[src/rtl/clkdiv_pkg.sv]
package clkdiv_pkg;
  localparam int RATIO_W = 10;

  localparam logic [1:0] FLD_RATIO = 2'd0;
  localparam logic [1:0] FLD_PHASE = 2'd1;
  localparam logic [1:0] FLD_MODE  = 2'd2;

  typedef struct packed {
    logic [RATIO_W-1:0] ratio;
    logic [RATIO_W-1:0] phase;
    logic               bypass;
    logic               singleEnded;
  } chanCfg_t;

  typedef struct packed {
    logic hold;
    logic load;
  } syncStrb_t;

  localparam chanCfg_t CFG_DEFAULT = '{
    ratio: RATIO_W'(1),
    phase: '0,
    bypass: 1'b0,
    singleEnded: 1'b0
  };
endpackage

[src/rtl/clkdiv_ctrl.sv]
module clkdiv_ctrl
  import clkdiv_pkg::*;
#(
  parameter int NUM_CH = 4,
  parameter int CH_W   = 2
) (
  input  logic                     clk,
  input  logic                     rst_n,
  input  logic                     sync_n,
  input  logic                     wrEn,
  input  logic [CH_W+1:0]          wrAddr,
  input  logic [RATIO_W-1:0]       wrData,
  output chanCfg_t [NUM_CH-1:0]    cfgShadow,
  output syncStrb_t                strb
);
  logic syncQ;

  always_ff @(posedge clk or negedge rst_n) begin
    if (!rst_n) syncQ <= 1'b0;
    else        syncQ <= sync_n;
  end

  assign strb.hold = ~sync_n;
  assign strb.load = sync_n & ~syncQ;

  for (genvar i = 0; i < NUM_CH; i++) begin : g_shadow
    logic hit;
    assign hit = wrEn && (wrAddr[CH_W+1:2] == CH_W'(i));

    always_ff @(posedge clk or negedge rst_n) begin
      if (!rst_n) begin
        cfgShadow[i] <= CFG_DEFAULT;
      end else if (hit) begin
        case (wrAddr[1:0])
          FLD_RATIO: cfgShadow[i].ratio <= wrData;
          FLD_PHASE: cfgShadow[i].phase <= wrData;
          FLD_MODE: begin
            cfgShadow[i].bypass      <= wrData[0];
            cfgShadow[i].singleEnded <= wrData[1];
          end
          default: ;
        endcase
      end
    end
  end


  load_pulse_chk: assert property (@(posedge clk) disable iff (!rst_n)
    strb.load |=> !strb.load);
endmodule

[src/rtl/clkdiv_chan.sv]
module clkdiv_chan
  import clkdiv_pkg::*;
(
  input  logic      clk,
  input  logic      rst_n,
  input  syncStrb_t strb,
  input  chanCfg_t  cfgIn,
  input  logic      live,
  output logic      outP,
  output logic      outN
);
  chanCfg_t           act;
  logic               runQ;
  logic               q;
  logic [RATIO_W-1:0] cnt;
  logic [RATIO_W-1:0] waitCnt;
  logic [RATIO_W:0]   nVal;
  logic [RATIO_W:0]   highLen;
  logic [RATIO_W-1:0] lastIdx;
  logic               bypassEff;

  assign nVal      = (act.ratio == '0) ? {1'b1, {RATIO_W{1'b0}}} : {1'b0, act.ratio};
  assign highLen   = nVal >> 1;
  assign lastIdx   = nVal[RATIO_W-1:0] - RATIO_W'(1);
  assign bypassEff = act.bypass | (act.ratio == RATIO_W'(1));

  always_ff @(posedge clk or negedge rst_n) begin
    if (!rst_n) begin
      act     <= CFG_DEFAULT;
      runQ    <= 1'b0;
      q       <= 1'b0;
      cnt     <= '0;
      waitCnt <= '0;
    end else if (strb.hold) begin
      runQ <= 1'b0;
      q    <= 1'b0;
    end else if (strb.load) begin
      act     <= cfgIn;
      runQ    <= 1'b1;
      q       <= 1'b0;
      cnt     <= '0;
      waitCnt <= cfgIn.phase;
    end else if (runQ) begin
      if (waitCnt != '0) begin
        waitCnt <= waitCnt - RATIO_W'(1);
        q       <= 1'b0;
      end else begin
        q   <= ({1'b0, cnt} < highLen);
        cnt <= (cnt == lastIdx) ? '0 : cnt + RATIO_W'(1);
      end
    end
  end

  assign outP = bypassEff ? (clk & runQ) : q;
  assign outN = !live ? 1'b0 : (act.singleEnded ? outP : ~outP);


  hold_low_chk: assert property (@(posedge clk) disable iff (!rst_n)
    strb.hold |=> (!q && !runQ));


  cnt_range_chk: assert property (@(posedge clk) disable iff (!rst_n)
    runQ |-> ({1'b0, cnt} < nVal));


  cfg_frozen_chk: assert property (@(posedge clk) disable iff (!rst_n)
    !strb.load |=> $stable(act));


  phase_wait_chk: assert property (@(posedge clk) disable iff (!rst_n)
    (runQ && !strb.hold && !strb.load && waitCnt != '0) |=> !q);
endmodule

[src/rtl/clkdiv_datapath.sv]
module clkdiv_datapath
  import clkdiv_pkg::*;
#(
  parameter int NUM_CH = 4
) (
  input  logic                  clk,
  input  logic                  rst_n,
  input  syncStrb_t             strb,
  input  chanCfg_t [NUM_CH-1:0] cfgShadow,
  output logic [NUM_CH-1:0]     outP,
  output logic [NUM_CH-1:0]     outN
);
  logic liveQ;

  always_ff @(posedge clk or negedge rst_n) begin
    if (!rst_n) liveQ <= 1'b0;
    else        liveQ <= 1'b1;
  end

  for (genvar i = 0; i < NUM_CH; i++) begin : g_chan
    clkdiv_chan chan_i (
      .clk   (clk),
      .rst_n (rst_n),
      .strb  (strb),
      .cfgIn (cfgShadow[i]),
      .live  (liveQ),
      .outP  (outP[i]),
      .outN  (outN[i])
    );
  end
endmodule

[src/rtl/clkdiv_bank.sv]
module clkdiv_bank
  import clkdiv_pkg::*;
#(
  parameter int NUM_CH = 4,
  localparam int CH_W   = $clog2(NUM_CH),
  localparam int ADDR_W = CH_W + 2
) (
  input  logic               clk,
  input  logic               rst_n,
  input  logic               sync_n,
  input  logic               wrEn,
  input  logic [ADDR_W-1:0]  wrAddr,
  input  logic [RATIO_W-1:0] wrData,
  output logic [NUM_CH-1:0]  outP,
  output logic [NUM_CH-1:0]  outN
);
  chanCfg_t [NUM_CH-1:0] cfgShadow;
  syncStrb_t             strb;

  clkdiv_ctrl #(.NUM_CH(NUM_CH), .CH_W(CH_W)) ctrl_i (
    .clk       (clk),
    .rst_n     (rst_n),
    .sync_n    (sync_n),
    .wrEn      (wrEn),
    .wrAddr    (wrAddr),
    .wrData    (wrData),
    .cfgShadow (cfgShadow),
    .strb      (strb)
  );

  clkdiv_datapath #(.NUM_CH(NUM_CH)) datapath_i (
    .clk       (clk),
    .rst_n     (rst_n),
    .strb      (strb),
    .cfgShadow (cfgShadow),
    .outP      (outP),
    .outN      (outN)
  );
endmodule

[config.mk]
export PLATFORM = sky130hd
export DESIGN_NAME = clkdiv_bank
export DESIGN_NICKNAME = d
export VERILOG_FILES = /design/src/rtl/clkdiv_pkg.sv /design/src/rtl/clkdiv_ctrl.sv /design/src/rtl/clkdiv_chan.sv /design/src/rtl/clkdiv_datapath.sv /design/src/rtl/clkdiv_bank.sv
export SDC_FILE = /design/constraint.sdc
export NUM_CORES = 1
export LEC_CHECK = 0
export BUFFER_PORTS_ARGS = -buffer_cell sky130_fd_sc_hd__buf_2
export CAP_MARGIN = 10
export CORE_AREA = 8 8 204 206
export CTS_CLUSTER_DIAMETER = 200
export DETAILED_ROUTE_END_ITERATION = 6
export DIE_AREA = 0 0 212 214
export PLACE_DENSITY = 0.45
export SYNTH_ARGS = -nofsm -noshare
export SYNTH_HDL_FRONTEND = slang
export SYNTH_SLANG_ARGS = --single-unit
export TNS_END_PERCENT = 5
[constraint.sdc]
create_clock -name clk -period 2.6 [get_ports clk]
set_input_delay 0.13 -clock clk [delete_from_list [all_inputs] [get_ports clk]]
set_output_delay 0.13 -clock clk [all_outputs]
set_load 0.02 [all_outputs]
==> results.yml, run 1 <==
synthesis:
  yosys_warnings: 0
  syn_area_sq_um: 12500
  yosys_most_used_dff: "dfrtp_1"
  synth_compound_area_share_pct: 14.8
  synth.distinct_cells: 73
  ys_ff_latch: 223
  synth_common_cells: "dfrtp_1 (215), nand2_1 (154), o21ai_0 (123)"
  synth_top_family_by_area: "simple AND/OR/NAND/NOR gates"
  yosys-top-cells-area: "dfrtp_1 (43%), mux2_2 (8.3%), ha_1 (5.6%)"
  synthArstFlopShare_pct: 100
  netlist_instances: 1308
  synth.mux.area_fraction_pct: 8.40
  yosysMostFrequentCell: "dfrtp_1"
  yosys.area_share.simple_pct: 18.0
  synth-edff-count: 0
  synth.avg_cell_area_sq_um: 9.52
  ys_seq_area_share_pct: 44.9
  yosys.area.top_type: "dfrtp_1"
  yosysTopAreaCellShare_pct: 43.2
  yosys.area_share.xor_xnor_pct: 3.87
  syn_nets: 1382
  synth_adder_area_share_pct: 5.63
pwr:
  vdd_ir_drop_max_uv: 554
  power_density_nw_per_um2: 907
  leakagePower_uw: 0.00653
detailed_routing:
  drc: 0
  antenna_left: 0
  wl_per_cell_um: 18.1
  drt_pass1_iterations: 5
  drt_wl_total_um: 35000
  drt-initial-drc-count: 589
  vias: 9911
  vias_per_cell: 5.13
place:
  portBuffers: 25
  placed_area_sq_um: 13400
  hpwl_um: 23400
  routabilityCongestion: 0.822
  place_inst: 1846
layout:
  final_cell_area_sq_um: 15100
  syn_to_final_growth_pct: 21.3
  diodes: 0
  fin_cells: 1932
  final_nets: 1463
  layout-drive-gt1-share_pct: 21.3
  fillers: 3811
min_path:
  hold_path_depth: 2
  hp-class: "input pin to flop"
clocking:
  cts_tree: "built"
  clk_pin_slew_worst_paths_ns: 0.06
  clk_latency_ns: 0.67
worst_setup_path:
  path_buf_inv: 2
  critPathKind: "flop to output pin"
  cp_cell_sequence: "or4_4 > nor2_4 > a31oi_4 > mux2_4 > clkbuf_16 > xnor2_4 > and2_4 > buf_6"
  slowest_delay_ns: 0.55
  end_kind: "output pin"
  cp.arrival_ns: 2.82
  crit_required_ns: 2.47
  crit_path_top_delay_cell: "or4_4"
  critPathMaxFanout: 2
  worst-path-stages: 8
  ff2ff_path_depth: 9
  critPathTopFamily: "simple AND/OR/NAND/NOR gates"
  cp-start-kind: "flop"
sta:
  period_minus_slack_ns: 2.95
  setup_slack_ns: -0.349
  rsz0062_at_grt: "yes"
  setup_violations: 7
  hold_violations: 0
  post-route-period-util_pct: 113
  hold_slack_ns: 0.0143
  slew_headroom_pct: 39.7
  worst_pin_slew_ns: 0.905
  max_freq_mhz: 339
  drv_slew: 0
  skew_ns: 0.0135
global_routing:
  grt_overflow: 0
  grt_antenna_before_repair: 1
  gr-usage-all-layers_pct: 15.7
  grt_pass1_vias: 9948
  grt_start_max_net_pins: 82
  grt_pass1_wl_um: 56300
floorplan:
  die_y_um: 214
  row_count: 72
  fp.dieW_um: 212
  die-area_sq_um: 45400
  pin_count: 26
  core-area_sq_um: 38300
  start_util_pct: 32.5
flow_run:
  drv_cap: 0
run_status:
  violations: "setup timing"
  status: "complete, but fails checks"
==> cell usage in the layout, fill, tap and decap left out, types with 18 or more instances in the layout <==
| cell type | n |
|---|---|
| mux2_2 | 88 |
| nand2_1 | 154 |
| buf_4 | 58 |
| dfrtp_1 | 210 |
| a21oi_1 | 63 |
| o21ai_0 | 123 |
| ha_1 | 56 |
| nor3_1 | 34 |
| inv_1 | 75 |
| nand3_1 | 45 |
| nor2_1 | 83 |
| nand2b_1 | 18 |
| xor2_1 | 28 |
| xnor2_1 | 24 |
| clkbuf_16 | 39 |
==> cells by family after synthesis <==
kind of cell    Yosys count
compound gates          299
simple gates            448
mux                      93
xor+xnor                 55
other cells               1
flops                   223
buf+inv                 133
fa+ha+maj                56
==> where the power goes <==
part           switching, uW  internal, uW
logic                   2110          1830
clock network           1750          2750
registers                888          4380
==> registers in the layout, indices dropped and copies added (netlist names) <==
register and flops:
ctrl_i.cfgShadow 88, datapath_i.g_chan.chan_i.act 48, datapath_i.g_chan.chan_i.cnt 40, ctrl_i.syncQ 1
datapath_i.g_chan.chan_i.q 4, datapath_i.g_chan.chan_i.waitCnt 40, datapath_i.liveQ 1, datapath_i.g_chan.chan_i.runQ 1
==> per-layer routing <==
| metal | part of all wire, % | vias to the layer above | track usage (%) | wire, um |
|---|---|---|---|---|
| li1 | - | 4828 | - | - |
| met1 | 49 | 4834 | 22.0 | 17200 |
| met2 | 43 | 175 | 22.7 | 15100 |
| met3 | 4.2 | 74 | 3.35 | 1460 |
| met4 | 3.8 | 0 | 7.32 | 1330 |
| met5 | 0 | - | 0 | 0 |
==> layout make-up <==
| class | instances | area (sq um) | area share (%) |
|---|---|---|---|
| Sequential cell | 223 | 5600 | 37.1 |
| Timing Repair Buffer | 87 | 704 | 4.66 |
| Tap cell | 518 | 648 | 4.29 |
| Clock inverter | 22 | 213 | 1.41 |
| Multi-Input combinational cell | 952 | 6530 | 43.2 |
| Clock buffer | 54 | 1130 | 7.49 |
| Inverter | 76 | 285 | 1.89 |
==> timing repair <==
action | CTS | global route
resized for setup | 43 | 20
endpoints found under the setup margin | 9 | 40
hold buffers | 7 | 0
pin swaps | 3 | 15
buffers inserted | 5 | 8
endpoints found under the hold margin | 207 | 0
==> metrics by stage <==
stage                     setup WS, ns  power (uW)  setup TNS, ns  util [%]
final                           -0.349       13700          -1.06      39.5
after global routing            -0.417       14700          -2.29      39.5
after CTS                       -0.393       13800          -1.59      39.1
after detailed placement        0.0479        9160              0      35.1
after global placement           0.131        9130              0      35.1
after floorplan                  0.214        7940              0         -
==> final timing paths <==
path / start / to / slack (ns)
setup reg to reg: datapath_i.g_chan[0].chan_i.act[19]$_DFFE_PN0P_ / datapath_i.g_chan[0].chan_i.cnt[9]$_DFFE_PN0P_ / -0.04
min in group asynchronous: rst_n / datapath_i.g_chan[3].chan_i.cnt[2]$_DFFE_PN0P_ / 0.05
max in group asynchronous: rst_n / datapath_i.g_chan[1].chan_i.act[17]$_DFFE_PN0P_ / 1.76
hold reg to reg: ctrl_i.cfgShadow[1]$_DFFE_PN0P_ / datapath_i.g_chan[0].chan_i.act[1]$_DFFE_PN0P_ / 0.46
setup / recovery: datapath_i.g_chan[0].chan_i.act[19]$_DFFE_PN0P_ / outN[0] / -0.35
hold / removal: wrData[7] / ctrl_i.cfgShadow[63]$_DFFE_PN0P_ / 0.01
Note: power is estimated with default switching activity, not from simulation.
==> inputs of run 2 (changes only) <==
Settings changed: GPL_TIMING_DRIVEN set to 0.
==> run 2 against run 1 <==
Effect of this change: the run still ends with setup timing left; core utilization is 0.40 points higher; sequential share of layout area is 0.36 points lower; clock power is 4% higher; largest cell class unchanged; wire length is 9.3% higher; final cell count is 0.57% higher; highest routed layer is now met5; hold slack better by 0.015 ns; combinational power hardly changed; critical path depth stayed put; first-iteration DRC count is 3.6% higher; total power is 1.6% higher; die area stayed put; design area is 1.0% higher.
==> results.yml, run 2 (synthesized netlist as in run 1, its figures left out) <==
run_status:
  status: "complete, but fails checks"
  violations: "setup timing"
floorplan:
  start_util_pct: 32.5
  die-area_sq_um: 45400
  core-area_sq_um: 38300
  fp.dieW_um: 212
  die_y_um: 214
  row_count: 72
  pin_count: 26
pwr:
  leakagePower_uw: 0.00653
  power_density_nw_per_um2: 913
  vdd_ir_drop_max_uv: 489
global_routing:
  gr-usage-all-layers_pct: 17.2
  grt_start_max_net_pins: 112
  grt_overflow: 0
  grtUsageMet3_pct: 3.48
  grt_util_met2_pct: 25.3
  grtUsageMet1_pct: 23.9
  grt_pass1_wl_um: 61100
  grt.busiest_layer: "met2"
  grt_antenna_before_repair: 4
  grt_pass1_vias: 10500
flow_run:
  drv_cap: 0
sta:
  slew_headroom_pct: 22.2
  max_freq_mhz: 341
  rsz0062_at_grt: "yes"
  worst_pin_slew_ns: 1.16
  period_minus_slack_ns: 2.93
  post-route-period-util_pct: 113
  drv_slew: 0
  skew_ns: 0.0157
  hold_violations: 0
  setup_slack_ns: -0.329
  setup_violations: 7
detailed_routing:
  drt_pass1_iterations: 5
  vias_per_cell: 5.22
  drt-initial-drc-count: 610
  antenna_left: 0
  drc: 0
  wl_per_cell_um: 19.7
  drt_wl_total_um: 38300
  vias: 10100
clocking:
  clk_pin_slew_worst_paths_ns: 0.06
  clk_latency_ns: 0.67
  cts_tree: "built"
min_path:
  hp-class: "input pin to flop"
  hold_start: "wrData[3]"
layout:
  largest_reg_flops: 88
  regMostFlops: "ctrl_i.cfgShadow"
  diodes: 0
  mostFrequentLayoutCell: "dfrtp_1"
  reg_top3: "ctrl_i.cfgShadow: 88 flops, datapath_i.g_chan.chan_i.act: 48 flops"
  final_cell_mix: "dfrtp_1 (209), nand2_1 (152), o21ai_0 (123)"
  fin_cells: 1943
  syn_to_final_growth_pct: 22.5
  final_nets: 1473
  layout-drive-gt1-share_pct: 21.3
place:
  portBuffers: 25
  hpwl_um: 25700
  routabilityCongestion: 0.812
  pre_cts_slack_ns: -0.673
  place_inst: 1853
worst_setup_path:
  critPathKind: "flop to output pin"
  cp-start-kind: "flop"
  critPathMaxFanout: 2
  crit_start: "datapath_i.g_chan[0].chan_i.act[17]$_DFFE_PN0P_"
  crit_required_ns: 2.47
  r2r_start: "datapath_i.g_chan[0].chan_i.act[17]$_DFFE_PN0P_"
  cp.arrival_ns: 2.80
  end_kind: "output pin"
[run 2: path summary, 6_finish.rpt]
| check | cells past startpoint | to | slack (ns) |
|---|---|---|---|
| setup / recovery | 8 | outN[0] | -0.33 |
| hold / removal | 2 | ctrl_i.cfgShadow[15]$_DFFE_PN0P_ | 0.03 |
| setup reg to reg | 8 | datapath_i.g_chan[0].chan_i.cnt[9]$_DFFE_PN0P_ | 0.07 |
| hold reg to reg | 2 | datapath_i.g_chan[0].chan_i.act[0]$_DFFE_PN0P_ | 0.46 |
| max in group asynchronous | 5 | datapath_i.g_chan[2].chan_i.act[16]$_DFFE_PN0P_ | 0.97 |
| min in group asynchronous | 4 | datapath_i.g_chan[3].chan_i.cnt[1]$_DFFE_PN0P_ | 0.57 |
[run 2: metrics by stage]
stage	instance area [sq um]	total power [uW]	util, %	setup TNS (ns)	hold slack, ns
global route	15300	14900	39.8	-2.65	0.0408
detailed placement	13300	9050	34.7	-45.34	0.00380
finish	15300	13900	39.8	-1.09	0.0291
CTS	15100	14000	39.5	-2.67	0.0229
floorplan	12500	7940	-	0	-0.166
global placement	13200	8980	34.5	-696.58	0.337
[run 2: report_power, final]
part,internal [uW],switching (uW)
sequential,4380,956
clock,2910,1760
combinational,1770,2150
[run 2: what timing repair did]
item / 4_1_cts / 5_1_grt
gates cloned: 0 / 0
gates resized for setup: 88 / 37
pin swaps: 9 / 11
buffers inserted: 17 / 2
hold buffers: 14 / 0
endpoints found under the setup margin: 136 / 82
endpoints found under the hold margin: 151 / 0
[run 2: layout make-up]
class / instances / area (sq um)
multi-input cells: 952 / 6670
plain buffers: 47 / 239
fillers: 3811 / 23000
flip-flops and latches: 223 / 5600
repair buffers: 46 / 398
clock buffers: 67 / 1270
inverters: 76 / 288
well taps: 518 / 648
clock inverters: 14 / 153
[run 2: critical path: stages (launching register included)]
cell	delay (ns)
dfrtp_1	0.40
or4_4	0.57
nor2_4	0.17
a31oi_4	0.10
mux2_4	0.33
clkbuf_16	0.16
xnor2_4	0.11
and2_4	0.18
buf_6	0.13
[run 2: routing by layer]
| layer | up-vias | share of wire, % |
|---|---|---|
| met4 | 2 | 3.6 |
| met5 | - | 0.034 |
| met2 | 197 | 44 |
| met3 | 76 | 4.1 |
| li1 | 4858 | - |
| met1 | 5012 | 48 |
